--- src/rtl/bsd_pkg.sv ---
package bsd_pkg;

    localparam int STAT_W = 4;
    localparam int CT_N   = 9;

    typedef enum logic [STAT_W-1:0] {
        ST_RESET  = 4'b1010,
        ST_STUPD  = 4'b1101,
        ST_VECTOR = 4'b0101,
        ST_ALU    = 4'b1001,
        ST_WPUPD  = 4'b1100,
        ST_WSXFER = 4'b0110,
        ST_IFETCH = 4'b0011,
        ST_IMMOP  = 4'b0010,
        ST_MACRO  = 4'b1110
    } bus_stat_e;

    typedef struct packed {
        logic [CT_N-1:0] kind;
        logic            bad;
    } cyc_info_t;

    function automatic cyc_info_t decode_status(logic [STAT_W-1:0] s);
        cyc_info_t r;
        r.kind = '0;
        r.bad  = 1'b0;
        case (s)
            ST_RESET:  r.kind[0] = 1'b1;
            ST_STUPD:  r.kind[1] = 1'b1;
            ST_VECTOR: r.kind[2] = 1'b1;
            ST_ALU:    r.kind[3] = 1'b1;
            ST_WPUPD:  r.kind[4] = 1'b1;
            ST_WSXFER: r.kind[5] = 1'b1;
            ST_IFETCH: r.kind[6] = 1'b1;
            ST_IMMOP:  r.kind[7] = 1'b1;
            ST_MACRO:  r.kind[8] = 1'b1;
            default:   r.bad     = 1'b1;
        endcase
        return r;
    endfunction

endpackage

--- src/rtl/bsd_addr_latch.sv ---
module bsd_addr_latch #(
    parameter int ADDR_W = 16
) (
    input  logic              clk,
    input  logic              rst,
    input  logic              alatch,
    input  logic [ADDR_W-1:0] ad,
    input  logic              boot_sel,
    output logic              fall,
    output logic [ADDR_W-1:0] addr_q,
    output logic              boot_q
);
    logic alatch_q;

    assign fall = alatch_q & ~alatch;

    always_ff @(posedge clk) begin
        if (rst) begin
            alatch_q <= 1'b0;
            addr_q   <= '0;
            boot_q   <= 1'b0;
        end else begin
            alatch_q <= alatch;
            if (fall) begin
                addr_q <= ad;
                boot_q <= boot_sel;
            end
        end
    end
endmodule

--- src/rtl/bsd_status_decode.sv ---
module bsd_status_decode
    import bsd_pkg::*;
(
    input  logic              clk,
    input  logic              rst,
    input  logic              fall,
    input  logic [STAT_W-1:0] bstat,
    output cyc_info_t         info_q
);
    always_ff @(posedge clk) begin
        if (rst) begin
            info_q <= '0;
        end else if (fall) begin
            info_q <= decode_status(bstat);
        end
    end
endmodule

--- src/rtl/bsd_bus_ctrl.sv ---
module bsd_bus_ctrl #(
    parameter int              ADDR_W   = 16,
    parameter logic [ADDR_W-1:0] RAM_BASE = 16'h8000
) (
    input  logic              clk,
    input  logic              rst,
    input  logic              fall,
    input  logic              rd_n,
    input  logic              we_n,
    input  logic [ADDR_W-1:0] addr_q,
    input  logic              boot_q,
    output logic              rom_sel_n,
    output logic              ram_sel_n,
    output logic              buf_dir,
    output logic              buf_oe_n
);
    logic strobe;
    logic strobe_q;
    logic open_q;
    logic in_ram;

    assign strobe = ~rd_n | ~we_n;
    assign in_ram = (addr_q >= RAM_BASE);

    always_ff @(posedge clk) begin
        if (rst) begin
            strobe_q <= 1'b0;
            open_q   <= 1'b0;
        end else begin
            strobe_q <= strobe;
            if (fall) begin
                open_q <= 1'b1;
            end else if (strobe_q && !strobe) begin
                open_q <= 1'b0;
            end
        end
    end

    assign rom_sel_n = ~(boot_q & strobe & ~in_ram);
    assign ram_sel_n = ~(boot_q & strobe & in_ram);
    assign buf_oe_n  = ~open_q;
    assign buf_dir   = open_q & ~rd_n;
endmodule

--- src/rtl/bus_cycle_decoder.sv ---
module bus_cycle_decoder
    import bsd_pkg::*;
#(
    parameter int                ADDR_W   = 16,
    parameter logic [ADDR_W-1:0] RAM_BASE = 16'h8000
) (
    input  logic              clk,
    input  logic              rst,
    input  logic              alatch,
    input  logic              rd_n,
    input  logic              we_n,
    input  logic [STAT_W-1:0] bstat,
    input  logic [ADDR_W-1:0] ad,
    input  logic              boot_sel,
    output logic [ADDR_W-1:0] lat_addr,
    output logic              rom_sel_n,
    output logic              ram_sel_n,
    output logic              buf_dir,
    output logic              buf_oe_n,
    output logic [CT_N-1:0]   cycle_type,
    output logic              illegal_status
);
    logic      fall;
    logic      boot_q;
    cyc_info_t info_q;

    bsd_addr_latch #(.ADDR_W(ADDR_W)) u_latch (
        .clk(clk), .rst(rst), .alatch(alatch), .ad(ad), .boot_sel(boot_sel),
        .fall(fall), .addr_q(lat_addr), .boot_q(boot_q)
    );

    bsd_status_decode u_dec (
        .clk(clk), .rst(rst), .fall(fall), .bstat(bstat), .info_q(info_q)
    );

    bsd_bus_ctrl #(.ADDR_W(ADDR_W), .RAM_BASE(RAM_BASE)) u_ctrl (
        .clk(clk), .rst(rst), .fall(fall), .rd_n(rd_n), .we_n(we_n),
        .addr_q(lat_addr), .boot_q(boot_q),
        .rom_sel_n(rom_sel_n), .ram_sel_n(ram_sel_n),
        .buf_dir(buf_dir), .buf_oe_n(buf_oe_n)
    );

    assign cycle_type     = info_q.kind;
    assign illegal_status = info_q.bad;
endmodule

--- config.mk ---
export PLATFORM = sky130hd
export DESIGN_NAME = bus_cycle_decoder
export DESIGN_NICKNAME = d
export VERILOG_FILES = /design/src/rtl/bsd_pkg.sv /design/src/rtl/bsd_addr_latch.sv /design/src/rtl/bsd_status_decode.sv /design/src/rtl/bsd_bus_ctrl.sv /design/src/rtl/bus_cycle_decoder.sv
export SDC_FILE = /design/constraint.sdc
export NUM_CORES = 1
export LEC_CHECK = 0
export ABC_AREA = 1
export BUFFER_PORTS_ARGS = -buffer_cell sky130_fd_sc_hd__buf_2
export CAP_MARGIN = 20
export CORE_AREA = 2 2 58 60
export CTS_CLUSTER_SIZE = 12
export DETAILED_ROUTE_END_ITERATION = 6
export DIE_AREA = 0 0 60 62
export PLACE_DENSITY_LB_ADDON = 0.25
export SYNTH_ARGS = -nofsm -noshare
export SYNTH_HDL_FRONTEND = slang
export SYNTH_SLANG_ARGS = --single-unit
--- constraint.sdc ---
create_clock -name clk -period 1 [get_ports clk]
set_clock_uncertainty 0.15 [all_clocks]
set_input_delay 0.25 -clock clk [delete_from_list [all_inputs] [get_ports clk]]
set_output_delay 0.25 -clock clk [all_outputs]
set_load 0.01 [all_outputs]
==> flow_summary.toml <==
[cts]
cts_made_buffers = 5
cts_tree = "done"
clock-sinks = 30
cts_max_path_buffers = 2
clk_pin_slew_worst_paths_ns = 0.09
clock_latency_ns = 0.33
h-tree-depth = 2
cts_root_buffer = "clkbuf_4"

[floorplan]
dieArea_sq_um = 3720
num_rows = 21
die_height_microns = 62
die_width_microns = 60
io_pins = 56
initial_core_util = 0.3754
core_region_area_sq_um = 3179

[run_status]
violations = "negative hold slack, negative setup slack"
status = "finished, violations left"

[yosys]
ys_warn_count = 0
synth.distinct_cells = 19
synth_area_sq_um = 1194
synth-seq-cells = 30
syn-num-nets = 174
ys_seq_area_frac = 0.5031
avgSynthCellArea_sq_um = 8.065
synthCells = 148

[route]
route.detailed.drc = 0
antenna_left = 0
wire_per_inst_microns = 13.67
vias = 1348
vias_per_cell = 4.681
drt_wl_total_microns = 3936
first_pass_iters = 4
detail_route.iter0.violations = 63

[sta]
slew_headroom = 0.8188
rsz0062_at_grt = "yes"
timing.fmax_mhz = 732.0
setup_slack_ns = -0.3661
period_minus_slack_ns = 1.366
tightestPinTransition_ns = 0.2708
period_share = 1.366
fin_hold_ws_ns = -0.0006770
maxSlewViolCount = 0
finalSetupViolations = 58
hold_violations = 1

[final_layout]
nNetsFinal = 267
fin_area_sq_um = 2467
drive_gt1_frac = 0.7603
final_cell_count_no_fill = 288
final_common_cell = "buf_6"
final_cell_mix = "buf_6, nor2_1, buf_2"
area_growth_pct = 106.7
diodes = 0
final_util = 0.7761

[worst_setup_path]
critPathRequiredTime_ns = 0.60
cp-end-kind = "primary output"
critPathArrivalTime_ns = 0.97
cp_slowest_cell = "dfxtp_2"
worst-path-buf-inv = 1
max_stage_delay_ns = 0.34
startpoint_type = "flop"
critPathTopFamily = "flip-flops"
path_cells = "nand3b_1, buf_2"
path_max_fanout = 4
worstSetupPathType = "reg2out"

[placement]
place_area_sq_um = 1610
dp_cells = 254
globalplace.congestion = 0.7632
port_buffers = 55
dpl.hpwl_microns = 1938

[grt]
globalRouteOverflowTotal = 0
grt_pass1_vias = 1248
grtUsageTotal = 0.2143
grt_pass1_wl_microns = 5678
antenna_found_initial = 0
grt_start_max_net_pins = 20

[pwr]
power_leakage_nw = 1.100
vdd_ir_drop_max_uv = 891.7
total_power_mw = 2.768
power_density_nw_per_um2 = 1122

[flow_run]
drv_cap = 0

[min_path]
hp-class = "in2reg"
[worst paths after layout]
check	slack, ns	endpoint	depth (start not counted)	startpoint
setup / recovery	-0.37	rom_sel_n	2	u_latch.addr_q[15]
hold / removal	-0.0007	u_latch.addr_q[5]	3	ad[5]
setup reg to reg	-0.16	u_dec.info_q[4]	5	u_latch.alatch_q
hold reg to reg	0.33	u_dec.info_q[1]	2	u_dec.info_q[1]
[sequential cells by signal, indices dropped and copies added (netlist names)]
register	flops
u_ctrl.strobe_q	1
u_latch.boot_q	1
u_dec.info_q	10
u_latch.alatch_q	1
u_latch.addr_q	16
u_ctrl.open_q	1
[layer usage]
metal,global-route usage,routed length (microns),share of wire
met3,0.07246,194,0.049
met5,0,0,0
met1,0.2284,1442,0.37
met2,0.3898,2160,0.55
met4,0.08571,138,0.035
[worst register-to-register path, delay by kind of cell, from the launching register on]
kind / cells / cell delay (ns)
DFF: 1 / 0.38
AOI/OAI and AO/OA: 1 / 0.09
buffers and inverters: 2 / 0.29
and+or+nand+nor: 2 / 0.13
[cells by family (layout without fill, tap and decap cells)]
group,after synthesis,after routing,synth area share
and+or+nand+nor,69,69,0.2526
AOI/OAI and AO/OA,32,32,0.1562
DFF,30,30,0.5031
buffers and inverters,17,111,0.08805
[layout make-up]
cell class	count	area [sq um]
repair buffers	92	894.6
multi-input cells	101	728.2
fillers	206	711.9
flip-flops and latches	30	646.9
clock buffers	8	78.83
well taps	46	57.56
inverters	10	50.05
repair inverters	1	11.26
[where the power goes]
| part | internal (mW) | total [mW] | leakage [nW] | switching (mW) |
|---|---|---|---|---|
| Clock | 0.480 | 0.893 | 0.0446 | 0.413 |
| Sequential | 1.25 | 1.29 | 0.259 | 0.0448 |
| Combinational | 0.319 | 0.585 | 0.797 | 0.265 |
| Total | 2.04 | 2.77 | 1.10 | 0.723 |
[metrics by stage]
| stage | hold WS (ns) | setup TNS, ns | setup WS (ns) |
|---|---|---|---|
| 2_1_floorplan | 0.1691 | -0.05446 | -0.02330 |
| 3_3_place_gp | 0.3013 | -2.814 | -0.1489 |
| 3_5_place_dp | 0.3035 | -2.957 | -0.1593 |
| 4_1_cts | 0.002125 | -9.206 | -0.3671 |
| 5_1_grt | 0.02341 | -11.95 | -0.4143 |
| 6_report | -0.0006770 | -9.810 | -0.3661 |
[timing repair]
| item | CTS | global route |
|---|---|---|
| hold buffers | 2 | 0 |
| pin swaps | 12 | 11 |
| resized for setup | 123 | 26 |
| hold endpoints to repair | 2 | 0 |
| cloned | 5 | 1 |
| setup buffers | 9 | 9 |
| setup endpoints to repair | 50 | 58 |
[synth_stat cells]
master | n | area [sq um]
nand3b_1 | 1 | 7.510
clkbuf_2 | 1 | 5.000
nand2_1 | 7 | 26.28
nand4_1 | 2 | 12.51
a21oi_2 | 7 | 61.31
inv_1 | 8 | 30.03
nand2_4 | 1 | 11.26
nand2_2 | 7 | 43.79
inv_2 | 1 | 3.750
buf_2 | 2 | 10.01
buf_12 | 1 | 20.02
buf_6 | 2 | 22.52
buf_4 | 1 | 7.510
inv_4 | 1 | 6.260
nand3_1 | 7 | 35.03
o21ai_0 | 20 | 100.1
nor2_1 | 44 | 165.2
a21oi_1 | 5 | 25.02
dfxtp_1 | 30 | 600.6
Power figures use the tool's default switching activity.
